**config.mk**
```make
export PLATFORM = sky130hd
export DESIGN_NAME = twi_byte_master
export DESIGN_NICKNAME = d
export VERILOG_FILES = /design/src/rtl/twi_pkg.sv /design/src/rtl/twi_qtick.sv /design/src/rtl/twi_bit_engine.sv /design/src/rtl/twi_byte_master.sv
export SDC_FILE = /design/constraint.sdc
export NUM_CORES = 1
export LEC_CHECK = 0
export BUFFER_PORTS_ARGS = -buffer_cell sky130_fd_sc_hd__buf_2
export CAP_MARGIN = 20
export CORE_ASPECT_RATIO = 0.6
export CORE_UTILIZATION = 55
export DETAILED_ROUTE_END_ITERATION = 6
export GPL_TIMING_DRIVEN = 0
export PLACE_DENSITY_LB_ADDON = 0.15
export SLEW_MARGIN = 0
export SYNTH_ARGS = -nofsm -noshare
export SYNTH_HDL_FRONTEND = slang
export SYNTH_SLANG_ARGS = --single-unit
```
**constraint.sdc**
```tcl
create_clock -name clk -period 4.6 [get_ports clk]
set_input_delay 0.46 -clock clk [delete_from_list [all_inputs] [get_ports clk]]
set_output_delay 0.46 -clock clk [all_outputs]
set_load 0.02 [all_outputs]
```
**src/rtl/twi_pkg.sv**
```systemverilog
package twi_pkg;

  typedef enum logic [1:0] {
    OP_START = 2'd0,
    OP_WRITE = 2'd1,
    OP_READ  = 2'd2,
    OP_STOP  = 2'd3
  } twi_op_e;

  typedef enum logic [1:0] {
    BK_START,
    BK_STOP,
    BK_WR,
    BK_RD
  } bit_kind_e;

  // {scl_oe, sda_oe} for quarter q of a bit of kind k carrying value v
  function automatic logic [1:0] phase_drive(bit_kind_e k, logic v, logic [1:0] q);
    logic [1:0] r;
    case (k)
      BK_START: begin
        case (q)
          2'd0:    r = 2'b10;
          2'd1:    r = 2'b00;
          2'd2:    r = 2'b01;
          default: r = 2'b11;
        endcase
      end
      BK_STOP: begin
        case (q)
          2'd0:    r = 2'b11;
          2'd1:    r = 2'b01;
          default: r = 2'b00;
        endcase
      end
      default: begin
        r[1] = (q == 2'd0) || (q == 2'd3);
        r[0] = (k == BK_WR) ? ~v : 1'b0;
      end
    endcase
    return r;
  endfunction

endpackage

```
**src/rtl/twi_qtick.sv**
```systemverilog
module twi_qtick #(
  parameter int QBASE = 8,
  parameter int SEL_W = 3
) (
  input  logic             clk,
  input  logic             rst_n,
  input  logic             restart,
  input  logic             run,
  input  logic [SEL_W-1:0] spd,
  output logic             qtick
);
  localparam int QMAX = QBASE << ((1 << SEL_W) - 1);
  localparam int CW   = $clog2(QMAX) + 1;

  logic [CW-1:0] cnt_q, cnt_d, qlen;

  assign qlen  = CW'(QBASE) << spd;
  assign qtick = run && (cnt_q == qlen - CW'(1));

  always_comb begin
    cnt_d = cnt_q;
    if (restart)   cnt_d = '0;
    else if (run)  cnt_d = qtick ? '0 : cnt_q + CW'(1);
  end

  always_ff @(posedge clk or negedge rst_n) begin
    if (!rst_n) cnt_q <= '0;
    else        cnt_q <= cnt_d;
  end
endmodule

```
**src/rtl/twi_bit_engine.sv**
```systemverilog
module twi_bit_engine
  import twi_pkg::*;
(
  input  logic      clk,
  input  logic      rst_n,
  input  logic      bit_go,
  input  bit_kind_e kind,
  input  logic      val,
  input  logic      qtick,
  input  logic      sda_in,
  output logic      active,
  output logic      bit_done,
  output logic      rx_bit,
  output logic      scl_oe,
  output logic      sda_oe
);
  logic       act_q, act_d;
  logic [1:0] q_q, q_d;
  bit_kind_e  kind_q, kind_d;
  logic       val_q, val_d;
  logic [1:0] drv_q, drv_d;
  logic       rxb_q, rxb_d;

  assign active   = act_q;
  assign bit_done = act_q && qtick && (q_q == 2'd3);
  assign rx_bit   = rxb_q;
  assign scl_oe   = drv_q[1];
  assign sda_oe   = drv_q[0];

  always_comb begin
    act_d  = act_q;
    q_d    = q_q;
    kind_d = kind_q;
    val_d  = val_q;
    drv_d  = drv_q;
    rxb_d  = rxb_q;
    if (bit_go) begin
      act_d  = 1'b1;
      q_d    = 2'd0;
      kind_d = kind;
      val_d  = val;
      drv_d  = phase_drive(kind, val, 2'd0);
    end else if (act_q && qtick) begin
      if (q_q == 2'd2) rxb_d = sda_in;
      if (q_q == 2'd3) begin
        act_d = 1'b0;
      end else begin
        q_d   = q_q + 2'd1;
        drv_d = phase_drive(kind_q, val_q, q_q + 2'd1);
      end
    end
  end

  always_ff @(posedge clk or negedge rst_n) begin
    if (!rst_n) begin
      act_q  <= 1'b0;
      q_q    <= 2'd0;
      kind_q <= BK_STOP;
      val_q  <= 1'b1;
      drv_q  <= 2'b00;
      rxb_q  <= 1'b1;
    end else begin
      act_q  <= act_d;
      q_q    <= q_d;
      kind_q <= kind_d;
      val_q  <= val_d;
      drv_q  <= drv_d;
      rxb_q  <= rxb_d;
    end
  end
endmodule

```
**src/rtl/twi_byte_master.sv**
```systemverilog
module twi_byte_master
  import twi_pkg::*;
#(
  parameter int QBASE   = 8,
  parameter int SEL_W   = 3,
  parameter int SPD_RST = 1,
  parameter int DW      = 8
) (
  input  logic             clk,
  input  logic             rst_n,
  input  logic             enable,
  input  logic             speed_we,
  input  logic [SEL_W-1:0] speed_sel,
  input  logic [DW-2:0]    slave_addr,
  input  logic             rd_dir,
  input  logic             cmd_valid,
  input  logic [1:0]       cmd_op,
  input  logic             cmd_last,
  input  logic [DW-1:0]    tx_data,
  input  logic             restart_set,
  input  logic             nack_clr,
  output logic             busy,
  output logic             bus_owned,
  output logic             restart_pend,
  output logic             rx_ack,
  output logic             nack_flag,
  output logic [DW-1:0]    rx_data,
  output logic             scl_oe,
  output logic             sda_oe,
  input  logic             sda_i
);
  localparam int BW = $clog2(DW + 1);

  typedef enum logic [1:0] {S_IDLE, S_START, S_BYTE, S_STOP} st_e;

  // reset: asserted asynchronously, released on a clock edge
  logic [1:0] rsync_q;
  logic       rst_i;
  always_ff @(posedge clk or negedge rst_n) begin
    if (!rst_n) rsync_q <= 2'b00;
    else        rsync_q <= {rsync_q[0], 1'b1};
  end
  assign rst_i = rsync_q[1];

  logic [1:0] sda_sync_q;
  always_ff @(posedge clk or negedge rst_i) begin
    if (!rst_i) sda_sync_q <= 2'b11;
    else        sda_sync_q <= {sda_sync_q[0], sda_i};
  end

  st_e              st_q, st_d;
  logic [BW-1:0]    bitn_q, bitn_d;
  logic [DW-1:0]    sh_q, sh_d, rxd_q, rxd_d;
  logic             rd_q, rd_d, last_q, last_d, owned_q, owned_d;
  logic             rstp_q, rstp_d, rxack_q, rxack_d, nack_q, nack_d;
  logic [SEL_W-1:0] spd_q, spd_d;

  logic      accept, go, bv, qtick, eng_active, bit_done, rx_bit;
  bit_kind_e bk;

  assign accept = enable && cmd_valid && (st_q == S_IDLE) &&
                  ((cmd_op == OP_START) || owned_q);

  always_comb begin
    st_d    = st_q;
    bitn_d  = bitn_q;
    sh_d    = sh_q;
    rxd_d   = rxd_q;
    rd_d    = rd_q;
    last_d  = last_q;
    owned_d = owned_q;
    rstp_d  = rstp_q | restart_set;
    rxack_d = rxack_q;
    nack_d  = nack_q & ~nack_clr;
    spd_d   = (speed_we && st_q == S_IDLE) ? speed_sel : spd_q;
    case (st_q)
      S_IDLE: if (accept) begin
        case (cmd_op)
          OP_START: begin st_d = S_START; owned_d = 1'b1; end
          OP_WRITE: begin
            st_d = S_BYTE; bitn_d = '0; sh_d = tx_data; rd_d = 1'b0;
          end
          OP_READ: begin
            st_d = S_BYTE; bitn_d = '0; sh_d = '0; rd_d = 1'b1; last_d = cmd_last;
          end
          default: st_d = S_STOP;
        endcase
      end
      S_START: if (bit_done) begin
        st_d = S_BYTE; bitn_d = '0; sh_d = {slave_addr, rd_dir}; rd_d = 1'b0;
      end
      S_BYTE: if (bit_done) begin
        if (bitn_q != BW'(DW)) begin
          bitn_d = bitn_q + BW'(1);
          sh_d   = {sh_q[DW-2:0], rd_q ? rx_bit : 1'b0};
        end else begin
          if (!rd_q) begin
            rxack_d = rx_bit;
            if (rx_bit) nack_d = 1'b1;
          end else begin
            rxd_d = sh_q;
          end
          if (rstp_q) begin
            rstp_d = 1'b0;
            st_d   = (!rd_q && rx_bit) ? S_STOP : S_START;
          end else begin
            st_d = S_IDLE;
          end
        end
      end
      default: if (bit_done) begin st_d = S_IDLE; owned_d = 1'b0; end
    endcase
  end

  // next bus bit, derived from the state being entered
  always_comb begin
    go = (st_d != S_IDLE) && (accept || bit_done);
    bk = BK_WR;
    bv = 1'b1;
    case (st_d)
      S_START: bk = BK_START;
      S_STOP:  bk = BK_STOP;
      S_BYTE: begin
        if (bitn_d == BW'(DW)) begin
          bk = rd_d ? BK_WR : BK_RD;
          bv = last_d;
        end else begin
          bk = rd_d ? BK_RD : BK_WR;
          bv = sh_d[DW-1];
        end
      end
      default: bk = BK_WR;
    endcase
  end

  always_ff @(posedge clk or negedge rst_i) begin
    if (!rst_i) begin
      st_q    <= S_IDLE;
      bitn_q  <= '0;
      sh_q    <= '0;
      rxd_q   <= '0;
      rd_q    <= 1'b0;
      last_q  <= 1'b0;
      owned_q <= 1'b0;
      rstp_q  <= 1'b0;
      rxack_q <= 1'b1;
      nack_q  <= 1'b0;
      spd_q   <= SEL_W'(SPD_RST);
    end else begin
      st_q    <= st_d;
      bitn_q  <= bitn_d;
      sh_q    <= sh_d;
      rxd_q   <= rxd_d;
      rd_q    <= rd_d;
      last_q  <= last_d;
      owned_q <= owned_d;
      rstp_q  <= rstp_d;
      rxack_q <= rxack_d;
      nack_q  <= nack_d;
      spd_q   <= spd_d;
    end
  end

  twi_qtick #(.QBASE(QBASE), .SEL_W(SEL_W)) tick_i (
    .clk(clk), .rst_n(rst_i), .restart(go), .run(eng_active),
    .spd(spd_q), .qtick(qtick)
  );

  twi_bit_engine eng_i (
    .clk(clk), .rst_n(rst_i), .bit_go(go), .kind(bk), .val(bv),
    .qtick(qtick), .sda_in(sda_sync_q[1]), .active(eng_active),
    .bit_done(bit_done), .rx_bit(rx_bit), .scl_oe(scl_oe), .sda_oe(sda_oe)
  );

  assign busy         = (st_q != S_IDLE);
  assign bus_owned    = owned_q;
  assign restart_pend = rstp_q;
  assign rx_ack       = rxack_q;
  assign nack_flag    = nack_q;
  assign rx_data      = rxd_q;
endmodule

```
==> flow_metrics.env <==
export IMPL_reg2reg_depth=14
export IMPL_synth_compound_area_share_pct=16.6
export IMPL_gr_total_overflow=0
export IMPL_slew_viol_final=0
export IMPL_path_class="reg -> reg"
export IMPL_p_leak_uw=0.00174
export IMPL_vias=2604
export IMPL_worstSetupStartpointType="register"
export IMPL_drive_above_1_share_pct=27.7
export IMPL_io_pin_count=45
export IMPL_synth_avg_cell_area_um2=9.83
export IMPL_clk_latency_ns=0.31
export IMPL_final_area_um2=3730
export IMPL_postCtsSetupBuffers=0
export IMPL_ys_seq_area_share_pct=42.4
export IMPL_synth_edf_count=0
export IMPL_power_frac_clock_pct=18.2
export IMPL_clockBufferDepth=2
export IMPL_die_h_um=61.7
export IMPL_combPwrFrac_pct=37.4
export IMPL_synthTopCellsByArea="dfrtp_1 (37%), mux2_2 (7.2%), dfstp_2 (5.6%)"
export IMPL_crit_arrival_ns=4.06
export IMPL_final_setup_tns_ns=0
export IMPL_avgRoutedWirePerCell_um=15.1
export IMPL_cts_tree="built"
export IMPL_hpwl_um=5340
export IMPL_relSlewSlack_pct=59.1
export IMPL_place_congestion=0.805
export IMPL_critPathTopFamily="simple AND/OR/NAND/NOR gates"
export IMPL_grt_pass1_wl_um=11100
export IMPL_hold_depth=1
export IMPL_yosys_area_top_type="dfrtp_1"
export IMPL_grt_start_max_net_pins=31
export IMPL_layout_core_utilization_pct=66.0
export IMPL_grt_setup_unrepaired="false"
export IMPL_synthCells=332
export IMPL_synth_area_um2=3260
export IMPL_required_ns=4.80
export IMPL_n_fill_cell=474
export IMPL_ctsHtreeMaxLevel=2
export IMPL_setup_viol=0
export IMPL_grt_total_usage_pct=23.7
export IMPL_num_rows=21
export IMPL_power_density_nw_per_um2=482
export IMPL_slowest_stage="or4b_2"
export IMPL_synthSimpleGateAreaFrac_pct=18.1
export IMPL_yosys_warnings=0
export IMPL_hold_violations=0
export IMPL_startpoint="spd_q[1]$_DFFE_PN0P_"
export IMPL_synth_xor_area_share_pct=4.29
export IMPL_initial_utilization_pct=57.8
export IMPL_antenna_found_initial=0
export IMPL_cap_violations=0
export IMPL_crit_cells=14
export IMPL_core_um2=5650
export IMPL_dpl_cell_area_um2=3610
export IMPL_hold_ws_ns=0.237
export IMPL_rr_endpoint="sh_q[1]$_DFFE_PN0P_"
export IMPL_io_buffers=44
export IMPL_status="finished, final reports clean"
export IMPL_synth_top_family_by_area="simple AND/OR/NAND/NOR gates"
export IMPL_layout_min_cycle_time_ns=3.85
export IMPL_cpMostUsedCell="buf_6"
export IMPL_syn_nets=375
export IMPL_yosys_area_top_type_share_pct=36.8
export IMPL_root_buffer="clkbuf_8"
export IMPL_clock_fmax_ghz=0.260
export IMPL_clock_skew_ns=0.00625
export IMPL_tightest_slew_ns=0.610
export IMPL_synthDistinctLibCells=63
export IMPL_path_cells="buf_6 > or3_4 > ha_1 > or4b_2 > o21ai_0 > o311a_1 > o211a_1 > buf_6 > buf_4 > and3_1 > buf_2 > nor2_1 > a21oi_4 > mux2_2"
export IMPL_ir_drop_v=0.000271
export IMPL_period_share_pct=83.8
export IMPL_worstHoldPathType="in -> reg"
export IMPL_numCtsBuffers=5
export IMPL_mostFrequentLayoutCell="buf_2"
export IMPL_dieArea_um2=6260
export IMPL_first_pass_iters=4
export IMPL_power_switching_uw=676
export IMPL_synth_seq_cells=55
export IMPL_synth_mux_area_share_pct=8.51
export IMPL_clk_pin_slew_worst_paths_ns=0.10
export IMPL_drt_total_wl_um=7040
export IMPL_synthFlopType="dfrtp_1"
export IMPL_synth_adder_area_share_pct=4.98
export IMPL_sw_frac_of_total_pct=37.6
export IMPL_crit_fanout=10
export IMPL_r2r_start="spd_q[1]$_DFFE_PN0P_"
export IMPL_die_w_um=101
export IMPL_drc=0
export IMPL_drt_vias_per_instance=5.59
export IMPL_cts_sinks=55
export IMPL_hp_start="sda_i"
export IMPL_seqPwrFrac_pct=44.5
export IMPL_area_delta_synth_final_pct=14.2
export IMPL_cp_buffers_inverters=4
export IMPL_holdPathEnd="sda_sync_q[0]$_DFF_PN1_"
export IMPL_synthArstFlopShare_pct=100
export IMPL_worst_r2r_setup_slack_ns=0.75
export IMPL_final_cell_mix="buf_2 (48), dfrtp_1 (47), nand2_1 (36), mux2_2 (21), nor2_1 (20)"
export IMPL_cp_end_kind="register"
export IMPL_ant_nets=0
export IMPL_antenna_cells=0
export IMPL_p_int_uw=1120
export IMPL_fin_nets=428
export IMPL_drt_iter0_drc=255
export IMPL_critPathMaxStageDelay_ns=0.67
export IMPL_power_uw=1800
export IMPL_grt_pass1_vias=2164
registers in the layout, indices dropped and copies added (netlist names), 2 cells and up:
| register | cells |
|---|---|
| tick_i.cnt_q | 11 |
| rx_data | 8 |
| sh_q | 8 |
| bitn_q | 4 |
| spd_q | 3 |
| eng_i.drv_q | 2 |
| eng_i.kind_q | 2 |
| eng_i.q_q | 2 |
| rsync_q | 2 |
| sda_sync_q | 2 |
| st_q | 2 |
per-layer routing:
layer / up-vias / global-route usage, % / routed length [um]
met1: 1237 / 39.8 / 3890
met5: - / 0 / 0
met4: 0 / 3.31 / 18
met3: 3 / 5.33 / 385
met2: 71 / 30.1 / 2740
li1: 1293 / - / -
cell usage after synthesis (all sizes together) (4+ instances only):
library cell and number:
nand2b 4, a32oi 7, mux2 22, dfstp 7
ha 13, buf 9, nor2 29, o21ai 17
nor2b 4, xnor2 7, xor2 9, nand2 36
nand3b 4, a21oi 19, inv 15, nand3 7
dfrtp 48, and3 7, clkbuf 9
cell type report:
class                      count  area [um^2]  share of cell area (%)
clock inverter                 3         43.8                    1.17
timing repair buffer          46          250                    6.71
inverter                      15         56.3                    1.51
tap                           80          100                    2.68
buffer                        18          106                    2.85
clock buffer                   5         68.8                    1.85
multi-input combinational    244         1720                    46.0
sequential                    55         1390                    37.2
worst max-delay path by stage:
stage	to	slack (ns)
after floorplan	eng_i.rx_bit$_DFFE_PN1P_	1.06
after global placement	sh_q[1]$_DFFE_PN0P_	0.80
after detailed placement	sh_q[3]$_DFFE_PN0P_	0.79
after CTS	sh_q[3]$_DFFE_PN0P_	0.74
after global routing	sh_q[4]$_DFFE_PN0P_	0.54
final	sh_q[1]$_DFFE_PN0P_	0.75
power by group through the flow:
stage               sequential, uW  combinational (uW)  clock, uW
finish                         799                 671        327
detailed placement             802                 663          0
floorplan                      770                 529          0
CTS                            794                 667        334
global route                   821                 745        357
global placement               802                 640          0
timing repair:
item                       CTS  global route
hold endpoints to repair     2             0
resized for setup            0             0
setup endpoints to repair    0             0
hold buffers                 1             0
through the flow:
stage,setup WS (ns),cells
6_report,0.747,466
5_1_grt,0.539,466
4_1_cts,0.740,466
3_5_place_dp,0.790,457
3_3_place_gp,0.795,456
2_1_floorplan,1.06,332
cells by family after synthesis:
logic type      Yosys count
mux                      25
simple gates            112
flops                    55
fa+ha+maj                13
compound gates           77
xor+xnor                 16
buf+inv                  33
other cells               1
No activity file was read; power rests on OpenSTA's default activity.
